[src/rtl/evt_framer_pkg.sv]
package evt_framer_pkg;

  typedef enum logic [1:0] {
    ST_IDLE = 2'd0,
    ST_HDR  = 2'd1,
    ST_PAY  = 2'd2
  } frm_state_e;

  localparam int HDR_WORDS = 4;

  // identity word: address above, then type, role, revision
  function automatic logic [15:0] pack_ident(input logic [7:0] a, input logic [1:0] k,
                                             input logic m, input logic [4:0] r);
    return {a, k, m, r};
  endfunction

  // band to frame length in bytes
  function automatic int band_bytes(input logic [1:0] band, input int lo, input int mid,
                                    input int hi);
    if (band == 2'd0) return lo;
    else if (band == 2'd1) return mid;
    else return hi;
  endfunction

endpackage

[src/rtl/framer_len_sel.sv]
module framer_len_sel #(
  parameter int LEN0_BYTES = 64,
  parameter int LEN1_BYTES = 128,
  parameter int LEN2_BYTES = 256,
  parameter int CNT_W      = 8
) (
  input  logic [1:0]       band,
  output logic [CNT_W-1:0] words
);
  import evt_framer_pkg::*;

  logic [CNT_W-1:0] w_tab [4];

  for (genvar g = 0; g < 4; g++) begin : g_band
    localparam int BYTES = band_bytes(2'(g), LEN0_BYTES, LEN1_BYTES, LEN2_BYTES);
    assign w_tab[g] = CNT_W'(BYTES / 2);
  end

  assign words = w_tab[band];
endmodule

[src/rtl/framer_seq_ctr.sv]
module framer_seq_ctr #(
  parameter int SEQ_W = 16
) (
  input  logic        clk,
  input  logic        rst_n,
  input  logic        adv,
  output logic [15:0] seq
);
  localparam logic [SEQ_W-1:0] SEQ_TOP = '1;
  localparam logic [SEQ_W-1:0] SEQ_ONE = SEQ_W'(1);

  logic [SEQ_W-1:0] cnt_q;

  always_ff @(posedge clk or negedge rst_n) begin
    if (!rst_n) cnt_q <= SEQ_ONE;
    else if (adv) cnt_q <= (cnt_q == SEQ_TOP) ? SEQ_ONE : cnt_q + SEQ_ONE;
  end

  if (SEQ_W < 16) begin : g_ext
    assign seq = {{(16 - SEQ_W){1'b0}}, cnt_q};
  end else begin : g_full
    assign seq = cnt_q[15:0];
  end
endmodule

[src/rtl/framer_ctrl.sv]
module framer_ctrl
  import evt_framer_pkg::*;
#(
  parameter int CNT_W = 8
) (
  input  logic             clk,
  input  logic             rst_n,
  input  logic             in_valid,
  input  logic             out_ready,
  input  logic             flush,
  input  logic [CNT_W-1:0] words_sel,
  output frm_state_e       state,
  output logic [CNT_W-1:0] widx,
  output logic [CNT_W-1:0] tot_words,
  output logic             start,
  output logic             is_last,
  output logic             frame_done,
  output logic             pad_now
);
  localparam logic [CNT_W-1:0] HDR_LAST = CNT_W'(HDR_WORDS - 1);

  frm_state_e       state_q;
  logic [CNT_W-1:0] widx_q;
  logic [CNT_W-1:0] tot_q;
  logic             pad_q;

  assign state      = state_q;
  assign widx       = widx_q;
  assign tot_words  = tot_q;
  assign start      = (state_q == ST_IDLE) && in_valid;
  assign is_last    = (state_q == ST_PAY) && (widx_q == tot_q - 1'b1);
  assign frame_done = is_last && out_ready;
  assign pad_now    = (state_q != ST_IDLE) && (pad_q || flush);

  always_ff @(posedge clk or negedge rst_n) begin
    if (!rst_n) begin
      state_q <= ST_IDLE;
      widx_q  <= '0;
      tot_q   <= '0;
      pad_q   <= 1'b0;
    end else begin
      if (start) pad_q <= 1'b0;
      else if (flush && state_q != ST_IDLE) pad_q <= 1'b1;
      unique case (state_q)
        ST_IDLE: begin
          if (in_valid) begin
            state_q <= ST_HDR;
            widx_q  <= '0;
            tot_q   <= words_sel;
          end
        end
        ST_HDR: begin
          if (out_ready) begin
            widx_q <= widx_q + 1'b1;
            if (widx_q == HDR_LAST) state_q <= ST_PAY;
          end
        end
        ST_PAY: begin
          if (out_ready) begin
            if (is_last) begin
              state_q <= ST_IDLE;
              widx_q  <= '0;
            end else begin
              widx_q <= widx_q + 1'b1;
            end
          end
        end
        default: state_q <= ST_IDLE;
      endcase
    end
  end
endmodule

[src/rtl/evt_framer.sv]
module evt_framer
  import evt_framer_pkg::*;
#(
  parameter int          LEN0_BYTES = 64,
  parameter int          LEN1_BYTES = 128,
  parameter int          LEN2_BYTES = 256,
  parameter int          SEQ_W      = 16,
  parameter logic [15:0] FILL       = 16'hFFFF
) (
  input  logic        clk,
  input  logic        rst_n,
  input  logic        in_valid,
  input  logic [15:0] in_data,
  output logic        in_ready,
  input  logic [7:0]  bd_addr,
  input  logic [1:0]  bd_kind,
  input  logic        bd_master,
  input  logic [4:0]  bd_rev,
  input  logic [1:0]  rate_band,
  input  logic        flush,
  output logic        out_valid,
  output logic [15:0] out_data,
  output logic        out_last,
  input  logic        out_ready
);
  localparam int MAX_WORDS = LEN2_BYTES / 2;
  localparam int CNT_W     = $clog2(MAX_WORDS + 1);

  frm_state_e       state;
  logic [CNT_W-1:0] widx;
  logic [CNT_W-1:0] tot_words;
  logic [CNT_W-1:0] words_sel;
  logic             start;
  logic             is_last;
  logic             frame_done;
  logic             pad_now;
  logic [15:0]      seq;
  logic [15:0]      id_q;
  logic [15:0]      len_bytes;

  // named events for the checker
  logic in_payload;
  logic sof;
  logic len_word;
  logic seq_word;

  framer_len_sel #(
    .LEN0_BYTES(LEN0_BYTES),
    .LEN1_BYTES(LEN1_BYTES),
    .LEN2_BYTES(LEN2_BYTES),
    .CNT_W     (CNT_W)
  ) u_len (
    .band (rate_band),
    .words(words_sel)
  );

  framer_ctrl #(.CNT_W(CNT_W)) u_ctrl (
    .clk       (clk),
    .rst_n     (rst_n),
    .in_valid  (in_valid),
    .out_ready (out_ready),
    .flush     (flush),
    .words_sel (words_sel),
    .state     (state),
    .widx      (widx),
    .tot_words (tot_words),
    .start     (start),
    .is_last   (is_last),
    .frame_done(frame_done),
    .pad_now   (pad_now)
  );

  framer_seq_ctr #(.SEQ_W(SEQ_W)) u_seq (
    .clk  (clk),
    .rst_n(rst_n),
    .adv  (frame_done),
    .seq  (seq)
  );

  // identity captured at frame open so a frame is self-consistent
  always_ff @(posedge clk or negedge rst_n) begin
    if (!rst_n) id_q <= '0;
    else if (start) id_q <= pack_ident(bd_addr, bd_kind, bd_master, bd_rev);
  end

  assign len_bytes  = {{(15 - CNT_W){1'b0}}, tot_words, 1'b0};
  assign in_payload = (state == ST_PAY);
  assign sof        = (state == ST_HDR) && (widx == '0);
  assign len_word   = (state == ST_HDR) && (widx == CNT_W'(2));
  assign seq_word   = (state == ST_HDR) && (widx == CNT_W'(3));

  assign out_valid  = (state != ST_IDLE);
  assign out_last   = is_last;
  assign in_ready   = in_payload && out_ready && !pad_now;

  always_comb begin
    out_data = '0;
    if (state == ST_HDR) begin
      unique case (widx[1:0])
        2'd0:    out_data = 16'h0000;
        2'd1:    out_data = id_q;
        2'd2:    out_data = len_bytes;
        default: out_data = seq;
      endcase
    end else if (in_payload) begin
      out_data = (pad_now || !in_valid) ? FILL : in_data;
    end
  end
endmodule

[config.mk]
export PLATFORM = sky130hd
export DESIGN_NAME = evt_framer
export DESIGN_NICKNAME = d
export VERILOG_FILES = /design/src/rtl/evt_framer_pkg.sv /design/src/rtl/framer_len_sel.sv /design/src/rtl/framer_seq_ctr.sv /design/src/rtl/framer_ctrl.sv /design/src/rtl/evt_framer.sv
export SDC_FILE = /design/constraint.sdc
export NUM_CORES = 1
export LEC_CHECK = 0
export ABC_AREA = 1
export BUFFER_PORTS_ARGS = -buffer_cell sky130_fd_sc_hd__buf_2
export CORE_ASPECT_RATIO = 1.4
export CORE_MARGIN = 3
export CORE_UTILIZATION = 37
export DETAILED_ROUTE_END_ITERATION = 8
export HOLD_SLACK_MARGIN = 0.05
export PLACE_DENSITY = 0.63
export RECOVER_POWER = 25
export SYNTH_ARGS = -nofsm -noshare
export SYNTH_HDL_FRONTEND = slang
export SYNTH_SLANG_ARGS = --single-unit
[constraint.sdc]
create_clock -name clk -period 2.2 [get_ports clk]
set_clock_uncertainty 0.2 [all_clocks]
set_input_delay 0.44 -clock clk [delete_from_list [all_inputs] [get_ports clk]]
set_output_delay 0.44 -clock clk [all_outputs]
set_load 0.01 [all_outputs]
==> results.md <==
- Clk Latency, worst-skew pair: 0.30 ns
- # diodes: 0
- Worst hold start: bd_addr[1]
- Max Slew Vio Count: 0
- Setup CP Type: reg2out
- Most common cell in the netlist: nand2_1
- Worst Tran Pin Value: 0.985 ns
- Worst Hold Path EP: id_q[9]
- #FFs+latches synth: 46
- Final Cycle Share: 1.05
- Hold depth: 3
- Arrival time worst endpoint: 1.67 ns
- Placed cell count: 569
- Failing checks: negative setup slack
- Rel. slew slack: 0.343
- Mapped Area: 0.00297 mm²
- Post-synthesis mux area share: 0
- Syn Area/Cell: 7.27 µm²
- Part of the Yosys area used for sequential elements: 0.389
- Worst Hold Class: in2reg
- Synth Flop Type: dfrtp_1
- Synth Area in Compound Gates: 0.127
- DR pass1 iterations: 5
- Share of layout cells above drive strength 1: 0.395
- Chip height: 112 µm
- Power, Total: 4.31 mW
- Final Hold Fails: 0
- DRT antenna net count: 0
- Pin count of the biggest net entering global routing: 44
- Leakage: 2.02 nW
- Unrepaired setup endpoints after global routing: yes
- Cell accounting for the most synthesized area: dfrtp_1
- H-tree level count: 2
- Cell Chain, Critical Path: inv_2 -> ha_4 -> inv_4 -> o21ai_4 -> nand2_4 -> clkbuf_16 -> nor2_4 -> o22ai_2 -> buf_2
- Synth warn: 0
- Worst setup SP type: register
- CP max stage delay: 0.41 ns
- Post-route minimum period: 2.31 ns
- Core area: 0.00780 mm²
- Post-Synth XOR/XNOR Area: 0.0354
- Drt drc: 0
- Final WS setup: -0.114 ns
- Grt ovf: 0
- Max Clk Rate: 0.432 GHz
- Root buf cell: clkbuf_8
- Reg-to-reg critical path endpoint: u_seq.seq[12]
- Most frequent cells after synthesis: nand2_1 (139), dfrtp_1 (45), nor2_1 (41)
- Synth cell types: 30
- Setup crit start: u_ctrl.state[1]
- Cell Pwr Density: 999 mW/mm²
- Max FO, Critical Path: 8
- Top routing layer used: met4
- First-pass GRT wire length: 14600 µm
- WHS: 0.127 ns
- Status: finished, violations left
- Post-Layout Cell Count: 601
- DR WL/cell: 15.6 µm
- Mapped Cells: 408
- Final #Nets: 548
- Max-Cap Viols: 0
- WP data required: 1.56 ns
- Crit path max-delay cell type: dfrtp_1
- Initial antenna violation count: 0
- CTS tree: yes
- Num rows: 38
- Crit. End Element: output port
- Layout fillers: 727
- Port bufs: 57
- Synth Area in Adders: 0.0380
- Bufs on Longest Clock Path: 2
- Setup TNS: -1.31 ns
- CTS Buf Count: 5
- CTS sink cnt: 46
- Async SR Flop Fraction: 1.00
- Die Wd: 81.7 µm
- Dominant cells by area after synthesis: dfrtp_1 (38%), nand2_1 (18%), nor2_1 (5.2%)
- Worst Reg-to-Reg Cells: 13
- Vias in the first global route: 3039
- Post-synth EDFFs: 0
- Total number of vias: 3161
- Via density per instance: 5.26
- Gpl congestion: 0.947
- Die area: 0.00914 mm²
- 1st-iter DRT viols: 219
- Reg-to-reg slack, setup: 0.16 ns
- Synth Area in Simple Gates: 0.344
- Syn Nets: 456
- Met3 WL post-DR: 311 µm
- Initial Utilization: 0.380
- Final wirelength: 9400 µm
- Placed wire-length estimate: 6210 µm
- Worst r2r src: u_ctrl.tot_words[5]
- Top Ports: 58
- Largest family of logic cells by synthesized area: simple AND/OR/NAND/NOR gates
- Routed wl met2: 5010 µm
- Yosys top cell area share: 0.380
- Metal-1 WL: 3800 µm
- Synth-to-Final Area Change: 45.4%
- GRT Total Usage: 0.205
- # setup viols final: 17
- Worst-path clk slew: 0.10 ns
- Max VDD drop: 746 µV
-- metrics by stage --
step | utilization | area, µm² | worst slack (ns)
after floorplan | - | 3030 | 0.0154
after global placement | 0.456 | 3550 | 0.0928
after detailed placement | 0.456 | 3550 | -0.00289
after CTS | 0.521 | 4060 | -0.111
after global routing | 0.553 | 4310 | -0.175
final | 0.553 | 4310 | -0.114
-- placed cells by master (no fill, tap or decap), drive strengths merged --
cell and count:
a21boi 1, a21oi 5, a22oi 13, buf 93
bufinv 2, clkbuf 8, clkinv 2, dfrtp 45
dfstp 1, dlygate4sd3 1, ha 9, inv 34
nand2 147, nand3 27, nand4 9, nor2 44
nor3 8, o2111ai 1, o21ai 24, o22ai 15
xnor2 2, xor2 10
-- kinds of logic after synthesis --
kind of cell	after synthesis
flops	46
fa+ha+maj	9
simple gates	235
compound gates	59
buf+inv	47
xor+xnor	12
-- worst max-delay path by stage --
stage                   endpoint
global route        out_data[12]
finish              out_data[12]
floorplan            out_data[6]
CTS                  out_data[2]
detailed placement   out_data[4]
global placement     out_data[8]
-- per-layer routing --
metal  track usage  vias to the layer above
li1              -                     1526
met1         0.255                     1509
met2         0.355                      108
met3        0.0259                       18
met4        0.0776                        0
met5             0                        -
-- flip-flops by register name, summed over array words and instances, names as in the netlist --
register and flops:
u_ctrl.widx 8, id_q 16, u_ctrl.tot_words 3, u_ctrl.pad_q 1
u_ctrl.state 2, u_seq.seq 16
-- worst max-delay path, delay by kind of cell, from the launching register on --
kind                       cells  cell delay, ns
buffers and inverters          4            0.47
DFF                            1            0.41
and+or+nand+nor                2            0.20
adders and majority gates      1            0.15
AOI/OAI and AO/OA              2            0.14
-- where the power goes --
group	internal, mW	switching (mW)
Sequential	1.05	0.179
Clock	0.455	0.314
Combinational	1.05	1.26
Total	2.56	1.75
-- what timing repair did --
item / in CTS / in global routing
pin swaps: 8 / 15
setup endpoints to repair: 18 / 18
gates resized for setup: 64 / 41
hold buffers: 1 / 0
endpoints found under the hold margin: 45 / 0
cloned: 2 / 2
buffers inserted: 12 / 7
-- area by class of cell --
| class | count | area (µm²) | area share |
|---|---|---|---|
| clock inverter | 3 | 68.8 | 0.0160 |
| sequential | 46 | 1150 | 0.268 |
| multi-input combinational | 315 | 1990 | 0.461 |
| timing repair buffer | 97 | 762 | 0.177 |
| tap | 100 | 125 | 0.0290 |
| inverter | 35 | 144 | 0.0334 |
| clock buffer | 5 | 68.8 | 0.0160 |
(Power assumes the default switching activity.)
